## src/rtl/step_ctrl_pkg.sv

```systemverilog
package step_ctrl_pkg;

    localparam int unsigned N_STEPS = 5;
    localparam int unsigned N_INSTR = 3;

    localparam logic [N_STEPS-1:0] STEP_FIRST = N_STEPS'(1);

    typedef struct packed {
        logic               busy;
        logic [N_STEPS-1:0] step;
        logic [N_INSTR-1:0] instr;
    } seq_st_t;

    typedef struct packed {
        logic a_load;
        logic a_drive;
        logic b_load;
        logic b_drive;
        logic c_load;
        logic c_drive;
        logic d_load;
        logic d_drive;
        logic pc_drive;
        logic z_drive;
        logic seq_end;
    } ctl_t;

endpackage

```

## src/rtl/step_ctrl_state.sv

```systemverilog
module step_ctrl_state
    import step_ctrl_pkg::*;
(
    input  logic               clk_i,
    input  logic               rst_ni,
    input  logic               go_i,
    input  logic [N_INSTR-1:0] instr_i,
    output seq_st_t            st_o
);

    seq_st_t st_d, st_q;
    logic    start_ok;
    logic    at_last;

    always_comb begin
        start_ok = go_i && $onehot(instr_i);
        at_last  = st_q.busy && st_q.step[N_STEPS-1];
        st_d     = st_q;
        if (!st_q.busy) begin
            st_d.step = STEP_FIRST;
            if (start_ok) begin
                st_d.busy  = 1'b1;
                st_d.instr = instr_i;
            end
        end else if (at_last) begin
            st_d.step = STEP_FIRST;
            if (start_ok) begin
                st_d.instr = instr_i;
            end else begin
                st_d.busy = 1'b0;
            end
        end else begin
            st_d.step = {st_q.step[N_STEPS-2:0], 1'b0};
        end
    end

    always_ff @(posedge clk_i or negedge rst_ni) begin
        if (!rst_ni) begin
            st_q <= '{busy: 1'b0, step: STEP_FIRST, instr: '0};
        end else begin
            st_q <= st_d;
        end
    end

    assign st_o = st_q;

endmodule

```

## src/rtl/step_ctrl_decode.sv

```systemverilog
module step_ctrl_decode
    import step_ctrl_pkg::*;
(
    input  seq_st_t st_i,
    output ctl_t    ctl_o
);

    logic [N_STEPS-1:0] t_d;
    logic               i1_d, i2_d, i3_d;

    always_comb begin
        t_d  = st_i.step & {N_STEPS{st_i.busy}};
        i1_d = st_i.instr[0];
        i2_d = st_i.instr[1];
        i3_d = st_i.instr[2];

        ctl_o.a_load   = (t_d[0] & i1_d) | (t_d[1] & i3_d) | (t_d[3] & i3_d) | t_d[2];
        ctl_o.a_drive  = (t_d[1] & i2_d) | (t_d[0] & i3_d);
        ctl_o.b_load   = (t_d[1] | t_d[3]) & (i1_d | i2_d);
        ctl_o.b_drive  = (t_d[0] & (i1_d | i2_d)) | (t_d[1] & i3_d);
        ctl_o.c_load   = t_d[0] & (i1_d | i2_d);
        ctl_o.c_drive  = t_d[3] & (i1_d | i2_d);
        ctl_o.d_load   = t_d[0] & (i2_d | i3_d);
        ctl_o.d_drive  = t_d[3] & i3_d;
        ctl_o.pc_drive = t_d[1] & i1_d;
        ctl_o.z_drive  = t_d[2];
        ctl_o.seq_end  = t_d[4];
    end

endmodule

```

## src/rtl/step_ctrl_unit.sv

```systemverilog
module step_ctrl_unit
    import step_ctrl_pkg::*;
(
    input  logic       clk_i,
    input  logic       rst_ni,
    input  logic       go_i,
    input  logic [2:0] instr_i,
    output logic [4:0] step_o,
    output logic       a_load,
    output logic       a_drive,
    output logic       b_load,
    output logic       b_drive,
    output logic       c_load,
    output logic       c_drive,
    output logic       d_load,
    output logic       d_drive,
    output logic       pc_drive,
    output logic       z_drive,
    output logic       seq_end
);

    seq_st_t st_w;
    ctl_t    ctl_w;
    logic    busy_w;

    step_ctrl_state u_state (
        .clk_i   (clk_i),
        .rst_ni  (rst_ni),
        .go_i    (go_i),
        .instr_i (instr_i),
        .st_o    (st_w)
    );

    step_ctrl_decode u_decode (
        .st_i  (st_w),
        .ctl_o (ctl_w)
    );

    assign busy_w   = st_w.busy;
    assign step_o   = st_w.step;
    assign a_load   = ctl_w.a_load;
    assign a_drive  = ctl_w.a_drive;
    assign b_load   = ctl_w.b_load;
    assign b_drive  = ctl_w.b_drive;
    assign c_load   = ctl_w.c_load;
    assign c_drive  = ctl_w.c_drive;
    assign d_load   = ctl_w.d_load;
    assign d_drive  = ctl_w.d_drive;
    assign pc_drive = ctl_w.pc_drive;
    assign z_drive  = ctl_w.z_drive;
    assign seq_end  = ctl_w.seq_end;

endmodule

```

## config.mk

```make
export PLATFORM = sky130hd
export DESIGN_NAME = step_ctrl_unit
export DESIGN_NICKNAME = d
export VERILOG_FILES = /design/src/rtl/step_ctrl_pkg.sv /design/src/rtl/step_ctrl_state.sv /design/src/rtl/step_ctrl_decode.sv /design/src/rtl/step_ctrl_unit.sv
export SDC_FILE = /design/constraint.sdc
export NUM_CORES = 1
export LEC_CHECK = 0
export ABC_AREA = 1
export BUFFER_PORTS_ARGS = -buffer_cell sky130_fd_sc_hd__buf_2
export CELL_PAD_IN_SITES_DETAIL_PLACEMENT = 1
export CELL_PAD_IN_SITES_GLOBAL_PLACEMENT = 2
export CORE_ASPECT_RATIO = 1.4
export CORE_MARGIN = 1
export CORE_UTILIZATION = 22
export DETAILED_ROUTE_END_ITERATION = 8
export PLACE_DENSITY_LB_ADDON = 0.25
export SLEW_MARGIN = 5
export SYNTH_ARGS = -nofsm -noshare
export SYNTH_HDL_FRONTEND = slang
export SYNTH_SLANG_ARGS = --single-unit
```

## constraint.sdc

```tcl
create_clock -name clk_i -period 0.8 [get_ports clk_i]
set_input_delay 0.16 -clock clk_i [delete_from_list [all_inputs] [get_ports clk_i]]
set_output_delay 0.16 -clock clk_i [all_outputs]
set_load 0.01 [all_outputs]
```

; ---- Yosys cells after proc, flatten, opt, wreduce, memory -nomap -nowiden
; Index checks and enable logic that the tools add are counted.
[classes]
order_cmp = 0
n_reduce_logical = 2
eq_ne = 2
div = 0
bitwise = 19
n_mul = 0
add_sub_neg = 2
n_mux = 6
n_shift = 0
[op_table]
columns = operator, n
row1 = $and A1 B1 Y1, 10
row2 = $mux W9, 1
row3 = $or A1 B1 Y1, 8
row4 = $mux W3, 2
row5 = $and A5 B5 Y5, 1
row6 = $mux W5, 1
row7 = $add A1 B1 Y2, 1
row8 = $add A2 B1 Y2, 1
row9 = $eq A2 B1 Y1 const B, 1
row10 = $logic_and A1 B1 Y1, 2
row11 = $mux W1, 2
row12 = $ne A2 B2 Y1 const B, 1
[totals]
regBits = 9
wordCells = 34
romBits = 0
input_bits = 6
latchBits = 0
mem_bits_rw = 0
output_inout_bits = 16
n_memories = 0

; ---- Logic depth before layout (Yosys ltp)
[depth]
depth_word = 7
depth_mapped = 7

; ---- By module
; From an unflattened synthesis, not the netlist that was laid out.
[hier_totals]
cells_unflattened = 65
area_unflattened_um2 = 494.2
[modules_own_cells]
columns = mod, cells_each, area_each_um2, n_inst
row1 = step_ctrl_state, 36, 369.1, 1
row2 = step_ctrl_decode, 29, 125.1, 1

; ---- Least setup slack after synthesis
; No wires, ideal clock.
[synth_path]
path_type = input to register
start = input port instr_i[0]
end = register u_state.st_q (netlist bit u_state.st_o[2])
setup_slack_ns = -0.341
n_path_buf = 0
t_arrival_ns = 1.025
required_time_ns = 0.683
cell_stages = 6
cell_sequence = inv_1 -> fa_1 -> nor2_2 -> nand2_2 -> nand2_1 -> nand2_1
[synth_between]
elab_chain_len = 7
[synth_lines]
columns = element, line_no
row1 = "start, declared", step_ctrl_unit.sv:7  ; input logic [2:0] instr_i,
row2 = $add A1 B1 Y2 (implied by the code) *, step_ctrl_state.sv:16  ; start_ok = go_i && $onehot(instr_i);
row3 = $add A2 B1 Y2 (implied by the code) *, step_ctrl_state.sv:16
row4 = $eq A2 B1 Y1 *, step_ctrl_state.sv:16
row5 = $logic_and A1 B1 Y1 *, step_ctrl_state.sv:16
row6 = $mux W3 *, n/a
row7 = $mux W3, n/a
row8 = $mux W9 *, n/a
row9 = "end signal, assigned", step_ctrl_state.sv:39  ; st_q <= '{busy: 1'b0, step: STEP_FIRST, instr: '0};
row10 = "end signal, assigned", step_ctrl_state.sv:41  ; st_q <= st_d;
row11 = "end, declared", step_ctrl_state.sv:11  ; seq_st_t st_d, st_q;
; Mark *: on every way between the ends. The rest lies on a longest branch, timed or not. The select of a mux whose other input is x is not followed.
; A chain may end at the register's enable or synchronous reset.

; ---- Worst setup path after layout
[layout_path]
start = register u_state.st_q (netlist bit u_state.st_o[3])
end = output port b_drive
[layout_between]
elab_chain_len = 3
[layout_lines]
columns = element, line_no
row1 = $and A5 B5 Y5, step_ctrl_decode.sv:12  ; t_d = st_i.step & {N_STEPS{st_i.busy}};
row2 = $and A1 B1 Y1, step_ctrl_decode.sv:20  ; ctl_o.b_drive = (t_d[0] & (i1_d | i2_d)) | (t_d[1] & i3_d);
row3 = $or A1 B1 Y1, step_ctrl_decode.sv:20
row4 = "end, declared", step_ctrl_unit.sv:12  ; output logic b_drive,
; No other way between the ends.

==> impl_metrics.tcl <==
set metrics [dict create \
    vias 536 \
    status "finished, violations left" \
    cts.sinks 9 \
    yosys_warnings 0 \
    violations "setup timing" \
    p_switching_w 0.000186 \
    seq_area_frac_synth 0.431 \
    rr_worst_depth 6 \
    fp.dieW_microns 43.3 \
    grt_setup_unrepaired "true" \
    grt-ovfl-total 0 \
    rows 20 \
    via_per_inst 4.29 \
    hold_violations 0 \
    syn_nets 72 \
    drive_above_1_share 0.718 \
    p_leak_nw 0.486 \
    initial_core_util 0.239 \
    ys_ff_latch 9 \
    critPathLaunchType "flip-flop" \
    maxSlewHeadroom 0.845 \
    cts_inserted_buffers 3 \
    cts_tree "done" \
    swShare 0.217 \
    finClkSkew_ns 0.00201 \
    pwr-share-clk 0.391 \
    die_y_microns 59.8 \
    min-delay-start "instr_i[0]" \
    hold_path_depth 3 \
    diodes 0 \
    worstPathRequired_ns 0.64 \
    clk_latency_ns 0.25 \
    dr.pass1.iters 3 \
    fmax_mhz 741 \
    r2r_start "u_state.st_o[8]" \
    fin_crit_sh 1.69 \
    dpl_cell_area_sq_um 758 \
    avgSynthCellArea_sq_um 8.08 \
    cap_violations 0 \
    max_slew.worst_pin.slew_ns 0.233 \
    htreeDepth 1 \
    period_needed_ns 1.35 \
    r2r_end "u_state.st_o[0]" \
    port_buffers 21 \
    worst_slack_ns -0.550 \
    power_frac_seq 0.530 \
    wl_per_cell_microns 11.0 \
    nNetsFinal 111 \
    power.density_nw_per_um2 836 \
    clockRootBuffer "clkbuf_4" \
    holdWs_ns 0.158 \
    antenna_found_initial 0 \
    crit_path_end_kind "primary output" \
    largest_register_ffs 9 \
    critPathArrivalTime_ns 1.19 \
    drc 0 \
    p_total_w 0.000859 \
    grt_pass1_vias 559 \
    combPwrFrac 0.078 \
    routed_wl_microns 1370 \
    core-area_sq_um 2200 \
    seqCellArea_sq_um 230 \
    internal_power_w 0.000673 \
    multiInputGateArea_sq_um 337 \
    slew_viol_final 0 \
    final_area_sq_um 1030 \
    drt_iter0_markers 3 \
    setup_violations 25 \
    clock_path_buffers 2 \
    drtAntennaViolNets 0 \
    syn2layout_area_growth_pct 95.5 \
    fill_cells 263 \
    syn_inst 65 \
    worstPathMaxFanout 4 \
    peakVddDrop_uv 534 \
    synth_cell_type_count 17 \
    hp-class "input pin to flip-flop" \
    fin_setup_tns_ns -8.83 \
    path_clk_slew_ns 0.06 \
    grtUsageTotal 0.122 \
    grt_pass1_wl_microns 2290 \
    gp_congestion 0.623 \
    dieArea_sq_um 2590 \
    syn-cell-area_sq_um 526 \
    rrSetupSlack_ns -0.28 \
    grt_max_degree 10 \
    hpwlAfterDp_microns 981 \
    holdPathEnd "u_state.st_o[0]" \
    startpoint "u_state.st_o[3]" \
    critPathKind "flip-flop to primary output" \
    io-pin-count 22 \
]
[worst max-delay path, stage by stage (launching register included)]
cell and delay [ns]:
dfstp_2 0.61, nand2_8 0.09, o21ai_4 0.13, buf_6 0.11
[cells by family (layout without fill, tap and decap cells)]
| logic type | Yosys count | after routing | synth area share |
|---|---|---|---|
| flip-flops | 9 | 9 | 0.431 |
| adder cells (fa/ha/maj) | 1 | 1 | 0.0381 |
| AND/OR/NAND/NOR | 30 | 30 | 0.288 |
| AO/OA/AOI/OAI | 5 | 5 | 0.0500 |
| buffers and inverters | 20 | 58 | 0.193 |
[layout by cell type, fill, tap and decap left out, types with 2 or more instances in the layout]
master / instances
nor2_2: 5
nand3_1: 5
dfrtp_2: 3
nand2_2: 5
nand2_1: 4
buf_4: 9
inv_2: 3
nor2_4: 3
dfrtp_1: 5
buf_2: 11
nand2_8: 3
inv_1: 10
nand2_4: 2
clkbuf_4: 3
buf_6: 19
[synthesized netlist by cell type]
library cell	n	area (sq um)
o21ai_0	2	10.0
dfrtp_1	8	200
nor2_1	8	30.0
nand2_1	11	41.3
dfstp_2	1	26.3
nand4_1	1	6.26
nand2_8	1	20.0
buf_6	1	11.3
nand2_2	1	6.26
inv_1	14	52.6
nand2_4	1	11.3
buf_4	5	37.5
nand3_1	6	30.0
a21oi_1	2	10.0
fa_1	1	20.0
nor2_2	1	6.26
o22ai_1	1	6.26
[power groups by stage]
stage	clock network (W)	registers [W]	logic, W
after floorplan	0	0.000464	0.0000243
after global placement	0	0.000464	0.0000513
after detailed placement	0	0.000464	0.0000544
after CTS	0.000351	0.000455	0.0000690
after global routing	0.000373	0.000455	0.0000759
final	0.000336	0.000455	0.0000674
[final cells by class]
type / count / share of cell area
clock buffers: 4 / 0.0256
inverters: 14 / 0.0585
multi-input cells: 36 / 0.328
flip-flops and latches: 9 / 0.224
well taps: 22 / 0.0268
repair buffers: 40 / 0.337
[per-stage QoR]
step	utilization	instances	setup slack [ns]
floorplan	-	65	-0.296
global placement	0.344	113	-0.508
detailed placement	0.344	113	-0.547
CTS	0.439	122	-0.554
global route	0.466	125	-0.598
finish	0.466	125	-0.550
[routing by layer]
layer  vias to the layer above  part of all wire  GRT usage  routed length [microns]
li1                        267                 -          -                        -
met1                       254              0.35      0.110                      475
met2                        13              0.61      0.243                      835
met3                         2             0.031     0.0181                       43
met4                         0             0.012     0.0779                       16
met5                         -                 0          0                        0
[timing repair]
action | CTS | global route
cloned | 0 | 0
setup buffers | 4 | 4
hold buffers | 1 | 0
setup endpoints to repair | 25 | 25
resized for setup | 33 | 12
endpoints found under the hold margin | 9 | 0
pin swaps | 1 | 2
[how the worst max path moves through the flow]
stage,end,slack [ns],cells past startpoint
2_1_floorplan,u_state.st_o[2],-0.30,6
3_3_place_gp,u_state.st_o[2],-0.51,7
3_5_place_dp,u_state.st_o[2],-0.55,7
4_1_cts,b_drive,-0.55,3
5_1_grt,b_drive,-0.60,4
6_report,b_drive,-0.55,3
No activity file was read; power rests on OpenSTA's default activity.
